[src/rtl/xcs_pkg.sv]
package xcs_pkg;
    localparam int XCS_WORD_W   = 32;
    localparam int XCS_DATA_W   = 16;
    localparam int XCS_SEL_W    = 4;
    localparam int XCS_SEL_LSB  = 16;
    localparam int XCS_LAST_BIT = 24;
    localparam int XCS_CS_W     = 2;

    typedef enum logic [2:0] {
        ST_IDLE  = 3'd0,
        ST_SETUP = 3'd1,
        ST_SHIFT = 3'd2,
        ST_HOLD  = 3'd3,
        ST_GAP   = 3'd4
    } xcs_state_e;
endpackage

[src/rtl/xcs_word_split.sv]
module xcs_word_split
    import xcs_pkg::*;
#(
    parameter int WORD_W   = XCS_WORD_W,
    parameter int DATA_W   = XCS_DATA_W,
    parameter int SEL_W    = XCS_SEL_W,
    parameter int SEL_LSB  = XCS_SEL_LSB,
    parameter int LAST_BIT = XCS_LAST_BIT
) (
    input  logic [WORD_W-1:0] word,
    input  logic              var_sel_en,
    input  logic [SEL_W-1:0]  fixed_sel,
    output logic [DATA_W-1:0] data,
    output logic [SEL_W-1:0]  code,
    output logic              last
);
    localparam int SEL_MSB = SEL_LSB + SEL_W - 1;

    logic unused_word_bits;

    always_comb begin
        data = word[DATA_W-1:0];
        if (var_sel_en) begin
            code = word[SEL_MSB:SEL_LSB];
            last = word[LAST_BIT];
        end else begin
            code = fixed_sel;
            last = 1'b0;
        end
    end

    assign unused_word_bits = ^{word[WORD_W-1:LAST_BIT+1], word[LAST_BIT-1:SEL_MSB+1]};
endmodule

[src/rtl/xcs_cs_map.sv]
module xcs_cs_map
    import xcs_pkg::*;
#(
    parameter int SEL_W = XCS_SEL_W,
    parameter int CS_W  = XCS_CS_W
) (
    input  logic [SEL_W-1:0] code,
    input  logic             dec_en,
    output logic [CS_W-1:0]  pattern
);
    logic [CS_W-1:0] onehot_n;
    logic            unused_code_bits;

    genvar i;
    generate
        for (i = 0; i < CS_W; i++) begin : g_line
            if (i == 0) begin : g_first
                assign onehot_n[i] = code[0];
            end else begin : g_next
                assign onehot_n[i] = !((&code[i-1:0]) && !code[i]);
            end
        end
        if (SEL_W > CS_W) begin : g_spare
            assign unused_code_bits = ^code[SEL_W-1:CS_W];
        end else begin : g_nospare
            assign unused_code_bits = 1'b0;
        end
    endgenerate

    assign pattern = dec_en ? code[CS_W-1:0] : onehot_n;

    always_comb begin
        if (!dec_en && (&code[CS_W-1:0])) begin
            p_forbidden_code_r3: assert (pattern == {CS_W{1'b1}})
                else $error("forbidden code selected a line");
        end
    end
endmodule

[src/rtl/xcs_fsm.sv]
module xcs_fsm
    import xcs_pkg::*;
#(
    parameter int DATA_W = XCS_DATA_W,
    parameter int CS_W   = XCS_CS_W
) (
    input  logic              clk,
    input  logic              rst_n,
    input  logic              wr_valid,
    input  logic [CS_W-1:0]   pat_in,
    input  logic              last_in,
    input  logic [DATA_W-1:0] data_in,
    input  logic              hold_en,
    input  logic              sh_done,
    output logic              wr_ready,
    output logic              sh_start,
    output logic [DATA_W-1:0] sh_data,
    output logic [CS_W-1:0]   cs_n
);
    localparam logic [CS_W-1:0] NONE = {CS_W{1'b1}};

    xcs_state_e        state_q, state_d;
    logic [CS_W-1:0]   pat_q;
    logic              last_q;
    logic [DATA_W-1:0] data_q;
    logic              accept;

    assign accept = wr_valid && wr_ready;

    always_comb begin
        state_d = state_q;
        unique case (state_q)
            ST_IDLE:  if (wr_valid) state_d = ST_SETUP;
            ST_SETUP: state_d = ST_SHIFT;
            ST_SHIFT: if (sh_done) state_d = (hold_en && !last_q) ? ST_HOLD : ST_IDLE;
            ST_HOLD:  if (wr_valid) state_d = (pat_in == pat_q) ? ST_SETUP : ST_GAP;
            ST_GAP:   state_d = ST_SETUP;
            default:  state_d = ST_IDLE;
        endcase
    end

    always_ff @(posedge clk or negedge rst_n) begin
        if (!rst_n) begin
            state_q <= ST_IDLE;
            pat_q   <= NONE;
            last_q  <= 1'b0;
            data_q  <= '0;
        end else begin
            state_q <= state_d;
            if (accept) begin
                pat_q  <= pat_in;
                last_q <= last_in;
                data_q <= data_in;
            end
        end
    end

    always_comb begin
        wr_ready = 1'b0;
        sh_start = 1'b0;
        cs_n     = NONE;
        unique case (state_q)
            ST_IDLE:  wr_ready = 1'b1;
            ST_SETUP: begin
                sh_start = 1'b1;
                cs_n     = pat_q;
            end
            ST_SHIFT: cs_n = pat_q;
            ST_HOLD: begin
                wr_ready = 1'b1;
                cs_n     = pat_q;
            end
            ST_GAP:   cs_n = NONE;
            default:  cs_n = NONE;
        endcase
    end

    assign sh_data = data_q;

    p_start_single_r5: assert property (@(posedge clk) disable iff (!rst_n)
        sh_start |=> !sh_start);

    p_start_not_ready_r5: assert property (@(posedge clk) disable iff (!rst_n)
        sh_start |-> !wr_ready);

    p_release_no_hold_r6: assert property (@(posedge clk) disable iff (!rst_n)
        (state_q == ST_SHIFT && sh_done && !hold_en) |=> (cs_n == NONE));

    p_keep_held_r7: assert property (@(posedge clk) disable iff (!rst_n)
        (state_q == ST_SHIFT && sh_done && hold_en && !last_q) |=> (cs_n == $past(cs_n)));

    p_switch_gap_r8: assert property (@(posedge clk) disable iff (!rst_n)
        (cs_n != NONE && $past(cs_n) != NONE) |-> (cs_n == $past(cs_n)));
endmodule

[src/rtl/xcs_ctrl.sv]
module xcs_ctrl
    import xcs_pkg::*;
#(
    parameter int WORD_W   = XCS_WORD_W,
    parameter int DATA_W   = XCS_DATA_W,
    parameter int SEL_W    = XCS_SEL_W,
    parameter int SEL_LSB  = XCS_SEL_LSB,
    parameter int LAST_BIT = XCS_LAST_BIT,
    parameter int CS_W     = XCS_CS_W
) (
    input  logic              clk,
    input  logic              rst_n,
    input  logic              wr_valid,
    input  logic [WORD_W-1:0] wr_word,
    output logic              wr_ready,
    input  logic              var_sel_en,
    input  logic              dec_en,
    input  logic [SEL_W-1:0]  fixed_sel,
    input  logic              hold_en,
    output logic              sh_start,
    output logic [DATA_W-1:0] sh_data,
    input  logic              sh_done,
    output logic [CS_W-1:0]   cs_n
);
    logic [DATA_W-1:0] w_data;
    logic [SEL_W-1:0]  w_code;
    logic              w_last;
    logic [CS_W-1:0]   w_pat;

    xcs_word_split #(
        .WORD_W(WORD_W), .DATA_W(DATA_W), .SEL_W(SEL_W),
        .SEL_LSB(SEL_LSB), .LAST_BIT(LAST_BIT)
    ) i_split (
        .word(wr_word), .var_sel_en(var_sel_en), .fixed_sel(fixed_sel),
        .data(w_data), .code(w_code), .last(w_last)
    );

    xcs_cs_map #(.SEL_W(SEL_W), .CS_W(CS_W)) i_map (
        .code(w_code), .dec_en(dec_en), .pattern(w_pat)
    );

    xcs_fsm #(.DATA_W(DATA_W), .CS_W(CS_W)) i_fsm (
        .clk(clk), .rst_n(rst_n), .wr_valid(wr_valid), .pat_in(w_pat),
        .last_in(w_last), .data_in(w_data), .hold_en(hold_en), .sh_done(sh_done),
        .wr_ready(wr_ready), .sh_start(sh_start), .sh_data(sh_data), .cs_n(cs_n)
    );
endmodule

[config.mk]
export PLATFORM = sky130hd
export DESIGN_NAME = xcs_ctrl
export DESIGN_NICKNAME = d
export VERILOG_FILES = /design/src/rtl/xcs_pkg.sv /design/src/rtl/xcs_word_split.sv /design/src/rtl/xcs_cs_map.sv /design/src/rtl/xcs_fsm.sv /design/src/rtl/xcs_ctrl.sv
export SDC_FILE = /design/constraint.sdc
export NUM_CORES = 1
export LEC_CHECK = 0
export ABC_CLOCK_PERIOD_IN_PS = 1400
export BUFFER_PORTS_ARGS = -buffer_cell sky130_fd_sc_hd__buf_4
export CAP_MARGIN = 20
export CORE_ASPECT_RATIO = 0.9
export CORE_MARGIN = 3
export CORE_UTILIZATION = 31
export CTS_BUF_LIST = sky130_fd_sc_hd__clkbuf_2
export DETAILED_ROUTE_END_ITERATION = 7
export PLACE_DENSITY = 0.62
export REMOVE_ABC_BUFFERS = 1
export SLEW_MARGIN = 20
export SYNTH_ARGS = -nofsm -noshare
export SYNTH_HDL_FRONTEND = slang
export SYNTH_SLANG_ARGS = --single-unit
[constraint.sdc]
create_clock -name clk -period 1.4 [get_ports clk]
set_clock_uncertainty 0.05 [all_clocks]
set_input_delay 0.14 -clock clk [delete_from_list [all_inputs] [get_ports clk]]
set_output_delay 0.14 -clock clk [all_outputs]
set_load 0.05 [all_outputs]
== Yosys cells after proc, flatten, opt, wreduce, memory -nomap -nowiden ==
Cells that the tools add are included.
Operators by class
  muxes and demuxes: 12
  reductions and logical operators: 10
  eq/ne operators: 8
Operators by type and width (number)
  $pmux 3 s5: 1
  $mux 3: 4
  $mux 2: 4
  $eq 3x2->1 const B: 2
  $ne 2x2->1 const B: 3
  $eq 3x1->1 const B: 1
  $eq 3x3->1 const B: 1
  $logic_and 1x1->1: 3
  $logic_not 1->1: 3
  $logic_not 3->1: 1
  $mux 1: 3
  $reduce_and 3->1: 1
  $reduce_or 3->1: 1
  $eq 2x2->1: 1
  $reduce_or 2->1: 1
Storage, ports and cells
  bits in registers: 22
  word-level logic and storage cells: 34
  bits of input ports: 43
  output and inout port bits: 20

== Depth between registers and ports, before layout ==
  depth after elaboration: 9
  depth in mapped cells: 6
  gate-level depth less buffers: 4

== Cells and area by module ==
A second synthesis with hierarchy kept.
Unflattened totals
  cell total of the unflattened synthesis: 95
  area, all modules: 1234.9 um^2
Modules (own cells, without submodules)
  xcs_fsm: instances 1, cells an instance 72, area each 1047.3 um^2, seq. area each 553.0 um^2
  xcs_word_split: instances 1, cells an instance 21, area each 172.7 um^2, seq. area each 0.0 um^2
  xcs_cs_map: instances 1, cells an instance 2, area each 15.0 um^2, seq. area each 0.0 um^2

== Worst setup path before layout ==
No wires, ideal clock.
  kind: register to register
  from: reg i_fsm.state_q[1]
  to: reg i_fsm.data_q[0] (netlist: i_fsm.sh_data[0])
  clock period less this slack: 1.571 ns
  cell stages (with the launch flop): 6
  path buffers: 2
  data required time: 1.225 ns
  arrival time: 1.396 ns
  library setup time: 0.125 ns
  path slack: -0.171 ns
  cell sequence: dfrtp_1 -> buf_6 -> xor2_2 -> nor3b_4 -> buf_6 -> mux2_4
On the way
  word-level cells in the longest chain between the ends: 4
  elaborated cells between the ends (all ways): 5
  classes of those cells: eq/ne (1); mux (1); reduce/logical (3)
RTL lines
  start, declared: line xcs_fsm.sv:22  | xcs_state_e state_q, state_d;
  start signal, assigned: line xcs_fsm.sv:49  | state_q <= state_d;
  $eq 3x2->1 or $logic_not 3->1 (tied branches): line xcs_fsm.sv:62  | unique case (state_q)
  $reduce_or 2->1 (no line) *
  $mux 1 *: line xcs_fsm.sv:62
  $logic_and 1x1->1 *: line xcs_fsm.sv:28  | assign accept = wr_valid && wr_ready;
  end signal, assigned: line xcs_fsm.sv:53  | data_q <= data_in;
  end, declared: line xcs_fsm.sv:25  | logic [DATA_W-1:0] data_q;
Mark *: on every way between the ends. The rest lies on a longest branch, timed or not.
A chain may end at the register's enable or synchronous reset.

== Worst setup path in the final report ==
  from: reg i_fsm.state_q[2]
  to: out cs_n[0]
On the way
  word-level cells in the longest chain between the ends: 3
  elaborated cells between the ends (all ways): 5
  classes of those cells: eq/ne (3); mux (1); reduce/logical (1)
RTL lines
  $eq 3x1->1 or $eq 3x2->1 (tied branches): line xcs_fsm.sv:62
  $reduce_or 3->1 (no line) *
  $mux 2 *: line xcs_fsm.sv:62
  end, declared: line xcs_ctrl.sv:23  | output logic [CS_W-1:0] cs_n
Marked as above.

==> results_dict.tcl <==
set metrics [dict create \
    yosysUniqueCellTypes 27 \
    synth_largest_area_cell "dfrtp_1" \
    finalCriticalPeriod_ps 1640 \
    cts.clk_slew.worst_paths_ps 200 \
    portBuffers 47 \
    diodes 0 \
    total_power_w 0.00489 \
    dr.pass1.iters 4 \
    crit_fanout 8 \
    whs_path_depth 3 \
    vias 906 \
    synth.top_cell.area_share_pct 46.6 \
    final_nets 203 \
    h-tree-depth 1 \
    grt-ovfl-total 0 \
    required_ps 1210 \
    grt_pass1_wl_um 4330 \
    syn_area_mm2 0.00107 \
    reg2reg_from "i_fsm.state_q[0]" \
    p_leak_nw 0.893 \
    cp-start-kind "register" \
    clockBufferDepth 2 \
    max_cap_viol_count 0 \
    cts_made_buffers 3 \
    syn_area_per_cell_um2 13.8 \
    synthCells 78 \
    fp.dieW_um 68.1 \
    clock_latency_ps 330 \
    ant_nets 0 \
    place_congestion 0.665 \
    slew_violations 0 \
    rsz0062_at_grt "true" \
    wl_per_cell_um 13.6 \
    ys_seq_elements 22 \
    holdCritPathClass "in -> reg" \
    die_y_um 61.9 \
    clock-root-buffer "clkbuf_2" \
    setup_slack_ps -244 \
    max_freq_mhz 608 \
    first_global_vias 925 \
    start_util_pct 33.7 \
    power_density_mw_per_mm2 2600 \
    dp_cells 171 \
    worstRegToRegCells 5 \
    ys_seq_area_share_pct 51.5 \
    wl_um 2740 \
    dp_hpwl_um 1800 \
    status "complete, but fails checks" \
    grtUsageTotal_pct 14.2 \
    tightest_slew_ps 318 \
    tritoncts "built" \
    hold_start "wr_valid" \
    fillCellCount 260 \
    vdd_drop_max_v 0.00107 \
    grt_max_degree 23 \
    ios 63 \
    rrSetupSlack_ps -220 \
    synthTopCellsByArea "dfrtp_1, mux2_4, dfstp_2, buf_6, nor2_1" \
    rows 19 \
    worstSetupPathType "reg -> out" \
    die_area_mm2 0.00421 \
    cts_sinks 22 \
    violations "negative setup slack" \
    endpoint_kind "output pin" \
    drc 0 \
    drtIter0Drc 24 \
    antenna_found_initial 0 \
    via_per_inst 4.51 \
    core_mm2 0.00319 \
    r2r_end "i_fsm.sh_data[4]" \
    setup_viol 23 \
    area_growth_pct 75.0 \
    hold_viol 0 \
    hold_ws_ps 36.1 \
    drive_gt1_share_pct 59.1 \
    relSlewSlack_pct 78.8 \
    synth-warning-count 0 \
    final_cells 201 \
    arrival_ps 1450 \
    min_period_over_period_pct 117 \
    whs_endpoint "i_fsm.state_q[2]" \
]
-- critical path, cell delays in order (launching register included) --
cell and delay, ps:
dfrtp_1 440, buf_6 140, or3_4 390, buf_8 160
-- area by class of cell --
class                   count  area (um^2)  area share (%)
repair buffers             80          712            37.9
flip-flops and latches     22          553            29.4
clock inverters             1         3.75           0.200
well taps                  42         52.6            2.79
multi-input cells          50          533            28.3
inverters                   3         11.3           0.599
clock buffers               3         15.0           0.798
-- cell families (layout without fill, tap and decap cells) --
logic type / after synthesis / count (layout) / synth area share (%)
DFF: 22 / 22 / 51.5
and+or+nand+nor: 19 / 19 / 10.2
muxes: 18 / 18 / 23.9
AOI/OAI and AO/OA: 10 / 10 / 7.10
buffers and inverters: 6 / 87 / 4.19
xor gates and xnor gates: 3 / 3 / 3.14
-- cell usage after synthesis --
library cell,instances
o2bb2ai_1,1
or3_1,2
dfrtp_1,20
a211oi_1,1
xnor2_1,1
nand4b_1,1
buf_6,3
nor3b_4,1
nand3_1,1
dfstp_2,2
a211o_2,1
o32ai_2,1
xor2_1,1
nor2_1,7
inv_1,3
nand2_1,2
o21ai_0,3
mux2i_1,2
nand3b_1,1
mux2_2,1
mux2_4,15
nor3_1,1
nor2b_1,1
xor2_2,1
a21oi_1,2
o311ai_0,1
nand2b_1,2
-- where the power goes --
part,internal (W),total (W),switching (W)
combinational,0.00157,0.00346,0.00189
clock,0.0000621,0.000252,0.000190
sequential,0.000969,0.00118,0.000212
total,0.00260,0.00489,0.00229
-- worst max-delay path by stage --
stage / from / depth (start not counted) / slack, ps / endpoint
global route: i_fsm.state_q[1] / 4 / -320 / cs_n[1]
finish: i_fsm.state_q[2] / 3 / -240 / cs_n[0]
floorplan: i_fsm.state_q[1] / 3 / -670 / i_fsm.sh_data[10]
detailed placement: i_fsm.state_q[1] / 4 / -170 / i_fsm.sh_data[10]
CTS: i_fsm.state_q[2] / 3 / -260 / cs_n[0]
global placement: i_fsm.state_q[1] / 4 / -140 / i_fsm.sh_data[10]
-- layer usage --
layer	up-vias	GRT usage [%]	wire length, um
li1	440	-	-
met1	431	16.9	1130
met2	33	24.7	1450
met3	2	3.24	123
met4	0	5.95	36
met5	-	0	0
-- repair_timing --
action,4_1_cts,5_1_grt
cloned,1,1
hold buffers,19,0
endpoints found under the setup margin,23,25
buffers inserted,2,4
hold endpoints to repair,39,0
resized for setup,21,14
pin swaps,5,2
-- placed cells by master (no fill, tap or decap), types with 2 or more instances in the layout --
cell,n
nor2_1,4
dlygate4sd3_1,19
inv_1,3
o21ai_0,2
buf_4,47
clkbuf_2,3
buf_8,3
nand2b_1,2
mux2_4,16
dfstp_2,2
a21oi_1,2
dfrtp_1,20
nor2_2,2
buf_6,11
-- state kept, by name, indices dropped and copies added (netlist names) --
signal	cells
i_fsm.last_q	1
i_fsm.sh_data	16
i_fsm.state_q	3
i_fsm.pat_q	2
-- through the flow --
stage | setup slack, ps | cell area (um^2) | util, % | TNS (ps)
after floorplan | -669 | 1040 | - | -11270
after global routing | -322 | 1880 | 59.0 | -5330
after detailed placement | -168 | 1500 | 47.1 | -2270
after CTS | -258 | 1800 | 56.6 | -4530
after global placement | -144 | 1500 | 47.1 | -2000
final | -244 | 1880 | 59.0 | -4120
Power figures use the tool's default switching activity.
